$ cat src/rtl/ocp_retry_pkg.sv
// Shared state encoding for the hiccup restart sequencer.
// The numeric codes are visible on the state_o port.
package ocp_retry_pkg;
    typedef enum logic [2:0] {
        ST_IDLE   = 3'd0,
        ST_SOFT   = 3'd1,
        ST_RUN    = 3'd2,
        ST_OCWAIT = 3'd3,
        ST_OPEN   = 3'd4
    } seq_state_e;
endpackage

$ cat src/rtl/ocp_wait_timer.sv
// Counts switching-cycle ticks while the hiccup wait is active.
// It asserts done_o, combinationally, on the tick that completes
// WAIT_CYCLES ticks.
// Assumes run_i is low outside the wait, which clears the count.
module ocp_wait_timer #(
    parameter int WAIT_CYCLES = 4096
) (
    input  logic clk,
    input  logic rst_n,
    input  logic run_i,
    input  logic tick_i,
    output logic done_o
);
    localparam int CNT_W = (WAIT_CYCLES > 1) ? $clog2(WAIT_CYCLES) : 1;
    localparam logic [CNT_W-1:0] LAST = CNT_W'(WAIT_CYCLES - 1);

    logic [CNT_W-1:0] cnt_q;

    // Tick counter, held at zero whenever the wait is not active.
    always_ff @(posedge clk) begin
        if (!rst_n || !run_i) begin
            cnt_q <= '0;
        end else if (tick_i) begin
            cnt_q <= cnt_q + 1'b1;
        end
    end

    // Wait completes on the tick that arrives when the count sits at its last value.
    always_comb begin
        done_o = run_i && tick_i && (cnt_q == LAST);
    end
endmodule

$ cat src/rtl/ocp_retry_fsm.sv
// State machine for start-up, overcurrent hiccup and open-sense shutdown.
// The priority order is: enable low, then open-sense, then overcurrent,
// then soft-start done.
// Assumes all flags are synchronous to clk. Outputs are decoded from registers.
module ocp_retry_fsm
    import ocp_retry_pkg::*;
(
    input  logic       clk,
    input  logic       rst_n,
    input  logic       en_i,
    input  logic       oc_det_i,
    input  logic       open_sense_i,
    input  logic       ss_done_i,
    input  logic       wait_done_i,
    output seq_state_e state_o,
    output logic       ss_start_o,
    output logic       gates_off_o,
    output logic       running_o
);
    seq_state_e state_q, state_d;
    logic       ss_q;

    // Next-state selection by fault priority.
    always_comb begin
        state_d = state_q;
        if (!en_i) begin
            state_d = ST_IDLE;
        end else if (open_sense_i) begin
            state_d = ST_OPEN;
        end else begin
            unique case (state_q)
                ST_IDLE:   state_d = ST_SOFT;
                ST_SOFT: begin
                    if (oc_det_i)       state_d = ST_OCWAIT;
                    else if (ss_done_i) state_d = ST_RUN;
                end
                ST_RUN: begin
                    if (oc_det_i)       state_d = ST_OCWAIT;
                end
                ST_OCWAIT: begin
                    if (wait_done_i)    state_d = ST_SOFT;
                end
                ST_OPEN:   state_d = ST_SOFT;
                default:   state_d = ST_IDLE;
            endcase
        end
    end

    // State register and the soft-start request raised on entry.
    always_ff @(posedge clk) begin
        if (!rst_n) begin
            state_q <= ST_IDLE;
            ss_q    <= 1'b0;
        end else begin
            state_q <= state_d;
            ss_q    <= (state_d == ST_SOFT) && (state_q != ST_SOFT);
        end
    end

    // Output decode from the registered state.
    always_comb begin
        state_o     = state_q;
        ss_start_o  = ss_q;
        running_o   = (state_q == ST_RUN);
        gates_off_o = (state_q == ST_IDLE) || (state_q == ST_OCWAIT) ||
                      (state_q == ST_OPEN);
    end
endmodule

$ cat src/rtl/ocp_retry_seq.sv
// Top of the hiccup restart sequencer.
// It joins the state machine and the wait timer.
// The timer only runs while the state machine is in the overcurrent wait
// and enable is high.
module ocp_retry_seq
    import ocp_retry_pkg::*;
#(
    parameter int WAIT_CYCLES = 4096
) (
    input  logic       clk,
    input  logic       rst_n,
    input  logic       en_i,
    input  logic       sw_tick_i,
    input  logic       oc_det_i,
    input  logic       open_sense_i,
    input  logic       ss_done_i,
    output logic       ss_start_o,
    output logic       gates_off_o,
    output logic       running_o,
    output logic [2:0] state_o
);
    seq_state_e state_w;
    logic       wait_done_w;
    logic       wait_run_w;

    // Timer enable: overcurrent wait while enabled.
    always_comb begin
        wait_run_w = (state_w == ST_OCWAIT) && en_i;
    end

    ocp_wait_timer #(.WAIT_CYCLES(WAIT_CYCLES)) u_timer (
        .clk    (clk),
        .rst_n  (rst_n),
        .run_i  (wait_run_w),
        .tick_i (sw_tick_i),
        .done_o (wait_done_w)
    );

    ocp_retry_fsm u_fsm (
        .clk          (clk),
        .rst_n        (rst_n),
        .en_i         (en_i),
        .oc_det_i     (oc_det_i),
        .open_sense_i (open_sense_i),
        .ss_done_i    (ss_done_i),
        .wait_done_i  (wait_done_w),
        .state_o      (state_w),
        .ss_start_o   (ss_start_o),
        .gates_off_o  (gates_off_o),
        .running_o    (running_o)
    );

    // Publish the state code on the port.
    always_comb begin
        state_o = state_w;
    end
endmodule

$ cat config.mk
export PLATFORM = sky130hd
export DESIGN_NAME = ocp_retry_seq
export DESIGN_NICKNAME = d
export VERILOG_FILES = /design/src/rtl/ocp_retry_pkg.sv /design/src/rtl/ocp_wait_timer.sv /design/src/rtl/ocp_retry_fsm.sv /design/src/rtl/ocp_retry_seq.sv
export SDC_FILE = /design/constraint.sdc
export NUM_CORES = 1
export LEC_CHECK = 0
export BUFFER_PORTS_ARGS = -buffer_cell sky130_fd_sc_hd__buf_2
export CORE_MARGIN = 3
export CORE_UTILIZATION = 52
export CTS_CLUSTER_DIAMETER = 100
export DETAILED_ROUTE_END_ITERATION = 10
export PLACE_DENSITY = 0.75
export SETUP_SLACK_MARGIN = 0.4
export SKIP_LAST_GASP = 1
export SLEW_MARGIN = 10
export SYNTH_ARGS = -nofsm -noshare
export SYNTH_HDL_FRONTEND = slang
export SYNTH_HIERARCHICAL = 1
export SYNTH_SLANG_ARGS = --single-unit
$ cat constraint.sdc
create_clock -name clk -period 2 [get_ports clk]
set_clock_uncertainty 0.15 [all_clocks]
set_input_delay 0.4 -clock clk [delete_from_list [all_inputs] [get_ports clk]]
set_output_delay 0.4 -clock clk [all_outputs]
set_load 0.05 [all_outputs]
==> results.json <==
{
  "nets": 116,
  "drive_gt1_frac": 0.449,
  "postSynthAreaPerCell_um2": 9.30,
  "gp_congestion": 0.766,
  "critPathKind": "flip-flop to flip-flop",
  "p_clk_frac": 0.365,
  "dieArea_mm2": 0.00198,
  "clkLatencyLatePin_ns": 0.28,
  "vdd_ir_drop_max_uv": 612,
  "wirelength_um": 1900,
  "cts_htree_levels": 1,
  "syn-cell-area_um2": 772,
  "path_buf_inv": 0,
  "tightest_slew_ns": 0.440,
  "final_util": 0.791,
  "drt_drc_violations_left": 0,
  "rsz0062_at_grt": "true",
  "track_usage": 0.215,
  "p_leak_nw": 0.409,
  "antenna_found_initial": 0,
  "numCtsBuffers": 3,
  "start_util": 0.572,
  "syn_inst": 83,
  "period_needed_ns": 1.71,
  "power-per-cell-area_mw_per_mm2": 556,
  "dpl.cell_count": 107,
  "clock_sinks": 16,
  "worst_path_max_delay_cell": "dfxtp_4",
  "max_stage_delay_ns": 0.38,
  "core_area_mm2": 0.00135,
  "clockBufferDepth": 2,
  "initialDrtViolationCount": 22,
  "cts_tree": "done",
  "cp.depth": 6,
  "path_clk_slew_ns": 0.10,
  "num_vias": 741,
  "pwr-share-comb": 0.097,
  "fmax_mhz": 586,
  "rr_endpoint": "u_fsm/ss_start_o",
  "endpoint": "u_fsm/ss_start_o",
  "maxCapViolations": 0,
  "switching_share": 0.243,
  "intPower_mw": 0.450,
  "dp_hpwl_um": 1100,
  "crit_family": "simple AND/OR/NAND/NOR gates",
  "r2r_slack_ns": 0.29,
  "yosysWarnings": 6,
  "synthDistinctLibCells": 32,
  "ctsHoldBuffers": 0,
  "row_count": 13,
  "status": "finished clean",
  "first_pass_iters": 4,
  "hold_path_class": "input pin to flip-flop",
  "first_global_vias": 682,
  "reg2reg_depth": 6,
  "tns_ns": 0,
  "crit_path_start_kind": "flip-flop",
  "arrival_ns": 1.75,
  "totalPowerFinal_mw": 0.594,
  "die_h_um": 44.5,
  "ys_seq_area_frac": 0.415,
  "synth-seq-cells": 16,
  "endpoint_kind": "flip-flop",
  "antenna_cells": 0,
  "finalHoldViolations": 0,
  "r2r_start": "u_timer/cnt_q[1]",
  "cp.required_ns": 2.04,
  "drt.antenna.violating_nets": 0,
  "grt_pass1_wl_um": 3150,
  "syn_to_final_growth_pct": 38.4,
  "slew_headroom": 0.706,
  "stdcell_count": 122,
  "viasPerCell": 6.07,
  "cp_max_fo": 7,
  "die_w_um": 44.5,
  "final_common_cell": "buf_4",
  "path_cells": "ha_4, nand3_4, nor4_4, nand3_1, and3b_1, a2111oi_4",
  "finalCritPeriodShare": 0.853,
  "setup_viol": 0,
  "seq_power_share": 0.538,
  "final_cell_mix": "12 x buf_4, 8 x buf_2, 8 x a21oi_1, 7 x nand2_1",
  "power.switching_mw": 0.144,
  "io_pins": 13,
  "wl_per_cell_um": 15.6,
  "maxSlewViolCount": 0,
  "overflow": 0,
  "grt_max_degree": 13,
  "cts_root_buffer": "clkbuf_4",
  "synth.net_count": 91,
  "port_buffers": 12,
  "critPathLaunch": "u_timer/cnt_q[1]",
  "holdWs_ns": 0.183
}
## routing by layer
layer,global-route usage,part of all wire
met1,0.305,0.44
met2,0.324,0.47
met3,0.0285,0.063
met4,0.0904,0.024
met5,0,0
## timing repair
item	4_1_cts	5_1_grt
gates resized for setup	14	6
pin swaps	3	3
buffers inserted	9	2
setup endpoints to repair	5	7
## area by class of cell
type | instances | area, um^2
well taps | 15 | 18.8
clock buffers | 4 | 36.3
inverters | 1 | 3.75
multi-input cells | 63 | 504
repair buffers | 23 | 160
flip-flops and latches | 16 | 345
fillers | 84 | 282
## synth_stat cells
cell type	number	area [um^2]
a2111oi_2	2	30.0
a21oi_1	8	40.0
and3_1	1	6.26
and3b_1	1	8.76
and4b_1	2	20.0
buf_2	1	5.00
buf_6	1	11.3
clkbuf_1	1	3.75
dfxtp_1	16	320
ha_1	1	12.5
inv_1	1	3.75
mux2i_1	1	10.0
nand2_1	7	26.3
nand2b_1	1	6.26
nand3_1	4	20.0
nand4_1	2	12.5
nand4_2	1	12.5
nand4_4	1	21.3
nor2_1	6	22.5
nor3b_1	1	7.51
nor4_1	1	6.26
o21a_1	1	7.51
o21ai_0	4	20.0
o21ai_1	1	5.00
o22a_1	1	8.76
o31ai_1	4	30.0
or2_4	1	8.76
or3_1	2	12.5
or3_2	1	7.51
or4_1	4	30.0
xnor2_1	1	8.76
xor2_1	3	26.3
## how the worst min path moves through the flow
stage | from | endpoint | depth (start not counted)
floorplan | u_timer/cnt_q[11] | u_timer/cnt_q[11] | 2
global placement | u_timer/cnt_q[11] | u_timer/cnt_q[11] | 2
detailed placement | u_timer/cnt_q[11] | u_timer/cnt_q[11] | 2
CTS | open_sense_i | u_fsm/state_o[0] | 2
global route | open_sense_i | u_fsm/state_o[0] | 2
finish | open_sense_i | u_fsm/state_o[0] | 2
## flip-flops by register name, summed over array words and instances, names as in the netlist
register          count
u_fsm/ss_start_o      1
u_timer/cnt_q        12
u_fsm/state_o         3
## power by group through the flow
stage | clock network, mW | registers (mW) | logic [mW]
after floorplan | 0 | 0.340 | 0.0196
after global placement | 0 | 0.331 | 0.0410
after detailed placement | 0 | 0.331 | 0.0418
after CTS | 0.212 | 0.320 | 0.0512
after global routing | 0.232 | 0.320 | 0.0603
final | 0.217 | 0.319 | 0.0576
## worst reg2reg max path, stage by stage (launching register included)
cell       delay [ns]
dfxtp_4          0.38
ha_4             0.17
nand3_4          0.12
nor4_4           0.26
nand3_1          0.13
and3b_1          0.21
a2111oi_4        0.19
## cells by family after synthesis
kind of cell    share of synthesized area
compound gates                      0.183
xor+xnor                           0.0454
fa+ha+maj                          0.0162
buf+inv                            0.0308
flops                               0.415
mux                                0.0130
simple gates                        0.297
## through the flow
stage / cell area [um^2] / worst slack, ns
finish: 1070 / 0.294
global route: 1070 / 0.202
CTS: 1030 / 0.300
detailed placement: 867 / 0.178
global placement: 867 / 0.270
floorplan: 808 / 0.324
Note: power is estimated with default switching activity, not from simulation.
